<file path="src/rtl/pcsd_pkg.sv">
package pcsd_pkg;

   localparam int KEY_AW = 15;
   localparam int KEY_DW = 8;

   typedef enum logic [2:0] {
      ST_IDLE, ST_UNL1, ST_UNL2, ST_PARM, ST_ERA3, ST_ERA4, ST_ERA5
   } seq_st_e;

   typedef enum logic [2:0] {
      OP_NONE, OP_PROG, OP_SECT, OP_BANK, OP_IDIN, OP_IDOUT
   } op_e;

   typedef struct packed {
      logic              chk_adr;
      logic [KEY_AW-1:0] adr;
      logic [KEY_DW-1:0] dat;
   } key_t;

   // key indices
   localparam int K_AA_LO   = 0;
   localparam int K_55_HI   = 1;
   localparam int K_A0_LO   = 2;
   localparam int K_80_LO   = 3;
   localparam int K_90_LO   = 4;
   localparam int K_F0_LO   = 5;
   localparam int K_10_LO   = 6;
   localparam int K_30_ANY  = 7;
   localparam int K_F0_ANY  = 8;
   localparam int NKEY      = 9;

   localparam logic [KEY_AW-1:0] ADR_LO = 15'h5555;
   localparam logic [KEY_AW-1:0] ADR_HI = 15'h2AAA;

   function automatic key_t key_of(input int idx);
      key_t k;
      case (idx)
         K_AA_LO:  k = '{1'b1, ADR_LO, 8'hAA};
         K_55_HI:  k = '{1'b1, ADR_HI, 8'h55};
         K_A0_LO:  k = '{1'b1, ADR_LO, 8'hA0};
         K_80_LO:  k = '{1'b1, ADR_LO, 8'h80};
         K_90_LO:  k = '{1'b1, ADR_LO, 8'h90};
         K_F0_LO:  k = '{1'b1, ADR_LO, 8'hF0};
         K_10_LO:  k = '{1'b1, ADR_LO, 8'h10};
         K_30_ANY: k = '{1'b0, '0,     8'h30};
         default:  k = '{1'b0, '0,     8'hF0};
      endcase
      return k;
   endfunction

endpackage

</file>
<file path="src/rtl/pcsd_key_match.sv">
module pcsd_key_match
   import pcsd_pkg::*;
#(
   parameter key_t KEY = '0
) (
   input  logic [KEY_AW-1:0] cmp_adr,
   input  logic [KEY_DW-1:0] cmp_dat,
   output logic              hit
);

   logic adr_ok;

   generate
      if (KEY.chk_adr) begin : g_adr
         assign adr_ok = (cmp_adr == KEY.adr);
      end else begin : g_any
         assign adr_ok = 1'b1;
      end
   endgenerate

   assign hit = adr_ok && (cmp_dat == KEY.dat);

endmodule

</file>
<file path="src/rtl/pcsd_seq.sv">
module pcsd_seq
   import pcsd_pkg::*;
#(
   parameter bit LOOSE_EXIT = 1'b1
) (
   input  logic            clk,
   input  logic            rst_n,
   input  logic            wr_take,
   input  logic [NKEY-1:0] hits,
   output op_e             op_nxt
);

   seq_st_e st_q, st_d;
   logic    bare_exit;
   logic    restart;

   generate
      if (LOOSE_EXIT) begin : g_loose
         assign bare_exit = hits[K_F0_ANY];
      end else begin : g_strict
         assign bare_exit = 1'b0;
      end
   endgenerate

   assign restart = hits[K_AA_LO];

   always_comb begin
      st_d   = st_q;
      op_nxt = OP_NONE;
      if (wr_take) begin
         case (st_q)
            ST_IDLE: begin
               if (hits[K_AA_LO])  st_d = ST_UNL1;
               else if (bare_exit) op_nxt = OP_IDOUT;
            end
            ST_UNL1: begin
               if (hits[K_55_HI]) st_d = ST_UNL2;
               else               st_d = restart ? ST_UNL1 : ST_IDLE;
            end
            ST_UNL2: begin
               if (hits[K_A0_LO])      st_d = ST_PARM;
               else if (hits[K_80_LO]) st_d = ST_ERA3;
               else if (hits[K_90_LO]) begin
                  st_d   = ST_IDLE;
                  op_nxt = OP_IDIN;
               end else if (hits[K_F0_LO]) begin
                  st_d   = ST_IDLE;
                  op_nxt = OP_IDOUT;
               end else st_d = restart ? ST_UNL1 : ST_IDLE;
            end
            ST_PARM: begin
               st_d   = ST_IDLE;
               op_nxt = OP_PROG;
            end
            ST_ERA3: begin
               st_d = hits[K_AA_LO] ? ST_ERA4 : ST_IDLE;
            end
            ST_ERA4: begin
               if (hits[K_55_HI]) st_d = ST_ERA5;
               else               st_d = restart ? ST_UNL1 : ST_IDLE;
            end
            ST_ERA5: begin
               if (hits[K_10_LO]) begin
                  st_d   = ST_IDLE;
                  op_nxt = OP_BANK;
               end else if (hits[K_30_ANY]) begin
                  st_d   = ST_IDLE;
                  op_nxt = OP_SECT;
               end else st_d = restart ? ST_UNL1 : ST_IDLE;
            end
            default: st_d = ST_IDLE;
         endcase
      end
   end

   always_ff @(posedge clk) begin
      if (!rst_n) st_q <= ST_IDLE;
      else        st_q <= st_d;
   end

endmodule

</file>
<file path="src/rtl/pcsd_req_stage.sv">
module pcsd_req_stage
   import pcsd_pkg::*;
#(
   parameter int ADDR_W   = 18,
   parameter int DATA_W   = 8,
   parameter int SECT_LSB = 12,
   localparam int SECT_W  = ADDR_W - SECT_LSB
) (
   input  logic              clk,
   input  logic              rst_n,
   input  op_e               op_nxt,
   input  logic [ADDR_W-1:0] wr_addr,
   input  logic [DATA_W-1:0] wr_data,
   output logic              prog_req,
   output logic [ADDR_W-1:0] prog_addr,
   output logic [DATA_W-1:0] prog_data,
   output logic              sect_req,
   output logic [SECT_W-1:0] sect_num,
   output logic              bank_req,
   output logic              id_enter,
   output logic              id_exit,
   output logic              id_mode
);

   op_e op_q;

   always_ff @(posedge clk) begin
      if (!rst_n) begin
         op_q      <= OP_NONE;
         prog_addr <= '0;
         prog_data <= '0;
         sect_num  <= '0;
         id_mode   <= 1'b0;
      end else begin
         op_q <= op_nxt;
         if (op_nxt == OP_PROG) begin
            prog_addr <= wr_addr;
            prog_data <= wr_data;
         end
         if (op_nxt == OP_SECT) sect_num <= wr_addr[ADDR_W-1:SECT_LSB];
         if (op_nxt == OP_IDIN)       id_mode <= 1'b1;
         else if (op_nxt == OP_IDOUT) id_mode <= 1'b0;
      end
   end

   assign prog_req = (op_q == OP_PROG);
   assign sect_req = (op_q == OP_SECT);
   assign bank_req = (op_q == OP_BANK);
   assign id_enter = (op_q == OP_IDIN);
   assign id_exit  = (op_q == OP_IDOUT);

endmodule

</file>
<file path="src/rtl/prot_cmd_decoder.sv">
module prot_cmd_decoder
   import pcsd_pkg::*;
#(
   parameter int ADDR_W     = 18,
   parameter int DATA_W     = 8,
   parameter int SECT_LSB   = 12,
   parameter bit LOOSE_EXIT = 1'b1,
   localparam int SECT_W    = ADDR_W - SECT_LSB
) (
   input  logic              clk,
   input  logic              rst_n,
   input  logic              wr_valid,
   input  logic [ADDR_W-1:0] wr_addr,
   input  logic [DATA_W-1:0] wr_data,
   input  logic              busy,
   output logic              prog_req,
   output logic [ADDR_W-1:0] prog_addr,
   output logic [DATA_W-1:0] prog_data,
   output logic              sect_req,
   output logic [SECT_W-1:0] sect_num,
   output logic              bank_req,
   output logic              id_enter,
   output logic              id_exit,
   output logic              id_mode
);

   generate
      if (ADDR_W < KEY_AW) begin : g_bad_aw
         $error("ADDR_W must cover the compared address bits");
      end
      if (DATA_W != KEY_DW) begin : g_bad_dw
         $error("DATA_W must equal the command byte width");
      end
      if (SECT_LSB >= ADDR_W || SECT_LSB < 1) begin : g_bad_sect
         $error("SECT_LSB out of range");
      end
   endgenerate

   logic [NKEY-1:0] hits;
   logic            wr_take;
   op_e             op_nxt;

   assign wr_take = wr_valid && !busy;

   for (genvar k = 0; k < NKEY; k++) begin : g_key
      pcsd_key_match #(.KEY(key_of(k))) u_match (
         .cmp_adr (wr_addr[KEY_AW-1:0]),
         .cmp_dat (wr_data),
         .hit     (hits[k])
      );
   end

   pcsd_seq #(.LOOSE_EXIT(LOOSE_EXIT)) u_seq (
      .clk     (clk),
      .rst_n   (rst_n),
      .wr_take (wr_take),
      .hits    (hits),
      .op_nxt  (op_nxt)
   );

   pcsd_req_stage #(
      .ADDR_W   (ADDR_W),
      .DATA_W   (DATA_W),
      .SECT_LSB (SECT_LSB)
   ) u_req (
      .clk       (clk),
      .rst_n     (rst_n),
      .op_nxt    (op_nxt),
      .wr_addr   (wr_addr),
      .wr_data   (wr_data),
      .prog_req  (prog_req),
      .prog_addr (prog_addr),
      .prog_data (prog_data),
      .sect_req  (sect_req),
      .sect_num  (sect_num),
      .bank_req  (bank_req),
      .id_enter  (id_enter),
      .id_exit   (id_exit),
      .id_mode   (id_mode)
   );

endmodule

</file>
<file path="config.mk">
export PLATFORM = sky130hd
export DESIGN_NAME = prot_cmd_decoder
export DESIGN_NICKNAME = d
export VERILOG_FILES = /design/src/rtl/pcsd_pkg.sv /design/src/rtl/pcsd_key_match.sv /design/src/rtl/pcsd_seq.sv /design/src/rtl/pcsd_req_stage.sv /design/src/rtl/prot_cmd_decoder.sv
export SDC_FILE = /design/constraint.sdc
export NUM_CORES = 1
export LEC_CHECK = 0
export CAP_MARGIN = 20
export CORE_ASPECT_RATIO = 0.5
export CORE_UTILIZATION = 44
export CTS_CLUSTER_DIAMETER = 80
export DETAILED_ROUTE_END_ITERATION = 7
export PLACE_DENSITY_LB_ADDON = 0.08
export SLEW_MARGIN = 15
export SYNTH_ARGS = -nofsm -noshare
export SYNTH_HDL_FRONTEND = slang
export SYNTH_SLANG_ARGS = --single-unit
</file>
<file path="constraint.sdc">
create_clock -name clk -period 2.52 [get_ports clk]
set_clock_uncertainty 0.2 [all_clocks]
set_input_delay 0.252 -clock clk [delete_from_list [all_inputs] [get_ports clk]]
set_output_delay 0.252 -clock clk [all_outputs]
set_load 0.05 [all_outputs]
</file>
==> impl_metrics.csv <==
group,metric,value,unit
run_status,outcome,"complete, no violations",
drt,vias_per_cell,5.458,
layout,syn2layout_area_growth,45.22,%
worst_hold_path,hp-class,"reg -> reg",
timing,fin_setup_tns,0,ns
clock_network,cts_hold_buf,0,
critical_path,critPathArrivalTime,2.25,ns
drt,wl_per_cell,14.30,um
floorplan,std_cell_rows,16,
yosys,netlist_area,1846,um2
run,drv_cap,0,
timing,setup_viol,0,
timing,fmax,0.4473,GHz
critical_path,worstRegToRegCells,6,
floorplan,start_util,0.4656,
critical_path,cp_max_fo,6,
timing,worst_pin_slew,0.5355,ns
layout,layout_commonest_cell,"nand2_1",
layout,diodes,0,
drt,drt-met1-wl,2.521,mm
yosys,yosysUniqueCellTypes,43,
floorplan,io_pins,68,
drt,drt_pre_antenna_iters,4,
drt,wl,5.090,mm
clock_network,cts_sinks,39,
yosys,synthFlopType,"dfxtp_1",
clock_network,h-tree-depth,2,
yosys,synthTopCellsByArea,"dfxtp_1 (42%), nand2_1 (14%), a21oi_1 (7.9%), mux2i_1 (3.8%), clkbuf_1 (2.4%)",
drt,vias,1943,
yosys,synth_warnings,0,
floorplan,dieArea,4473,um2
yosys,synth_top_area_cell,"dfxtp_1",
yosys,avgSynthCellArea,7.955,um2
timing,rsz0062_at_grt,"false",
critical_path,rrSetupSlack,0.31,ns
timing,min_period_over_period,0.8871,
pwr,power_density,424.2,nW/um2
clock_network,clk_pin_slew,0.07,ns
clock_network,clockBufferDepth,2,
global_route,grt_pass1_wl,7.486,mm
yosys,synth-seq-cells,39,
global_route,grt_pass1_vias,1580,
global_route,antenna_found_initial,0,
drt,wl_met3,384,um
worst_hold_path,whs_path_depth,2,
drt,drt-initial-drc-count,284,
drt,wl_met2,2.126,mm
timing,min_period,2.235,ns
timing,relSlewSlack,0.6392,
critical_path,critPathKind,"in -> reg",
yosys,synth_cells,232,
critical_path,r2r_end,"u_req.sect_num[4]",
yosys,syn_nets,262,
drt,drcViolationCount,0,
clock_network,cts_buffers,5,
critical_path,worstReg2RegStart,"u_seq.st_q[1]",
global_route,grt_max_degree,27,
place,place.gp.congestion,0.9159,
global_route,grt_usage,0.2286,
critical_path,cp.required,2.53,ns
timing,finalHoldViolCount,0,
timing,slew_violations,0,
layout,nNetsFinal,331,
global_route,overflow,0,
yosys,synth_edf_count,0,
clock_network,cts_tree,"built",
place,io_buffer_count,67,
worst_hold_path,min_to,"u_req.prog_data[7]",
yosys,synth_top_area_frac,0.4231,
layout,drive_above_1_share,0.08278,
pwr,vdd_drop_max,205.5,uV
yosys,synth_seq_area_share,0.4231,
clock_network,clockRootBuffer,"clkbuf_8",
critical_path,endpoint_kind,"flip-flop",
pwr,p_total,0.001137,W
drt,postRouteAntennaNets,0,
floorplan,die_y,47.80,um
floorplan,fp.coreArea,3964,um2
yosys,synth_async_sr_flop_share,0,
critical_path,start_kind,"primary input",
pwr,leakage,0.8827,nW
layout,layout_common_cells,"nand2_1 (71), clkdlybuf4s50_1 (67), dfxtp_1 (39)",
clock_network,cts_setup_buffers,0,
worst_hold_path,min_from,"u_req.prog_data[7]",
clock_network,cts_resized,0,
clock_network,clkLatencyLatePin,0.29,ns
floorplan,die_x,93.59,um
drt,top_layer,"met4",
place,dp_hpwl,3.771,mm
layer usage:
metal | up-vias | global-route usage
met5 | - | 0
met4 | 0 | 0.05538
met3 | 8 | 0.07302
met2 | 80 | 0.3544
met1 | 910 | 0.3157
li1 | 945 | -
metrics by stage:
stage,cell area (um2),setup slack (ns),utilization,std cells,hold WS (ns)
3_3_place_gp,2599,0.1420,0.6556,348,0.2423
4_1_cts,2680,0.3121,0.6761,356,0.2579
3_5_place_dp,2599,0.02860,0.6556,348,0.2479
2_1_floorplan,1846,0.5536,-,232,0.1880
5_1_grt,2680,0.07663,0.6761,356,0.2772
6_report,2680,0.2846,0.6761,356,0.2560
worst max-delay path by stage:
stage | startpoint | endpoint | slack (ns) | cells after the start
final | wr_data[0] | u_req.sect_num[4] | 0.28 | 7
after global routing | wr_data[2] | u_req.sect_num[4] | 0.08 | 7
after CTS | wr_data[2] | u_req.sect_num[2] | 0.31 | 7
after detailed placement | wr_data[2] | u_req.sect_num[4] | 0.03 | 7
after global placement | wr_addr[3] | u_req.sect_num[3] | 0.14 | 7
after floorplan | u_req.op_q[0] | prog_req | 0.55 | 1
synthesized netlist by cell type, types with 3 or more instances:
| cell type | instances |
|---|---|
| nor4b_1 | 3 |
| nor3_1 | 3 |
| inv_1 | 4 |
| dfxtp_1 | 39 |
| a21oi_1 | 29 |
| nor2_1 | 5 |
| nor3b_1 | 3 |
| mux2i_1 | 7 |
| and3b_1 | 3 |
| clkbuf_1 | 12 |
| and4bb_2 | 3 |
| nand2_1 | 71 |
| nand3_1 | 4 |
| o21ai_0 | 6 |
| buf_2 | 3 |
| nand4_1 | 5 |
final cells by class:
cell class,instances,area (um2)
multi-input cells,174,989.7
flip-flops and latches,39,780.7
repair buffers,77,745.7
clock inverters,1,5.005
inverters,4,15.01
clock buffers,7,76.32
well taps,54,67.56
fillers,343,1284
state kept, by name (all words and copies together), names as in the netlist:
signal           count
u_req.id_mode        1
u_seq.st_q           3
u_req.sect_num       6
u_req.op_q           3
u_req.prog_addr     18
u_req.prog_data      8
worst max-delay path: stages:
cell             delay [ns]
clkdlybuf4s50_1        0.43
nor4_2                 0.36
nand2_1                0.15
nor4_1                 0.23
o21ai_0                0.25
a21oi_4                0.33
mux2i_1                0.23
report_power, final:
| part | internal [W] | switching, W | total [W] |
|---|---|---|---|
| registers | 0.000616 | 0.0000000274 | 0.000616 |
| clock network | 0.000194 | 0.000213 | 0.000407 |
| logic | 0.0000612 | 0.0000526 | 0.000114 |
logic make-up after synthesis:
logic type,count (synthesis),share of synthesized area
multiplexers,7,0.03797
buffers and inverters,19,0.04067
AO/OA/AOI/OAI,45,0.1424
AND/OR/NAND/NOR,121,0.3512
flip-flops,39,0.4231
XOR/XNOR,1,0.004747
No activity file was read; power rests on OpenSTA's default activity.
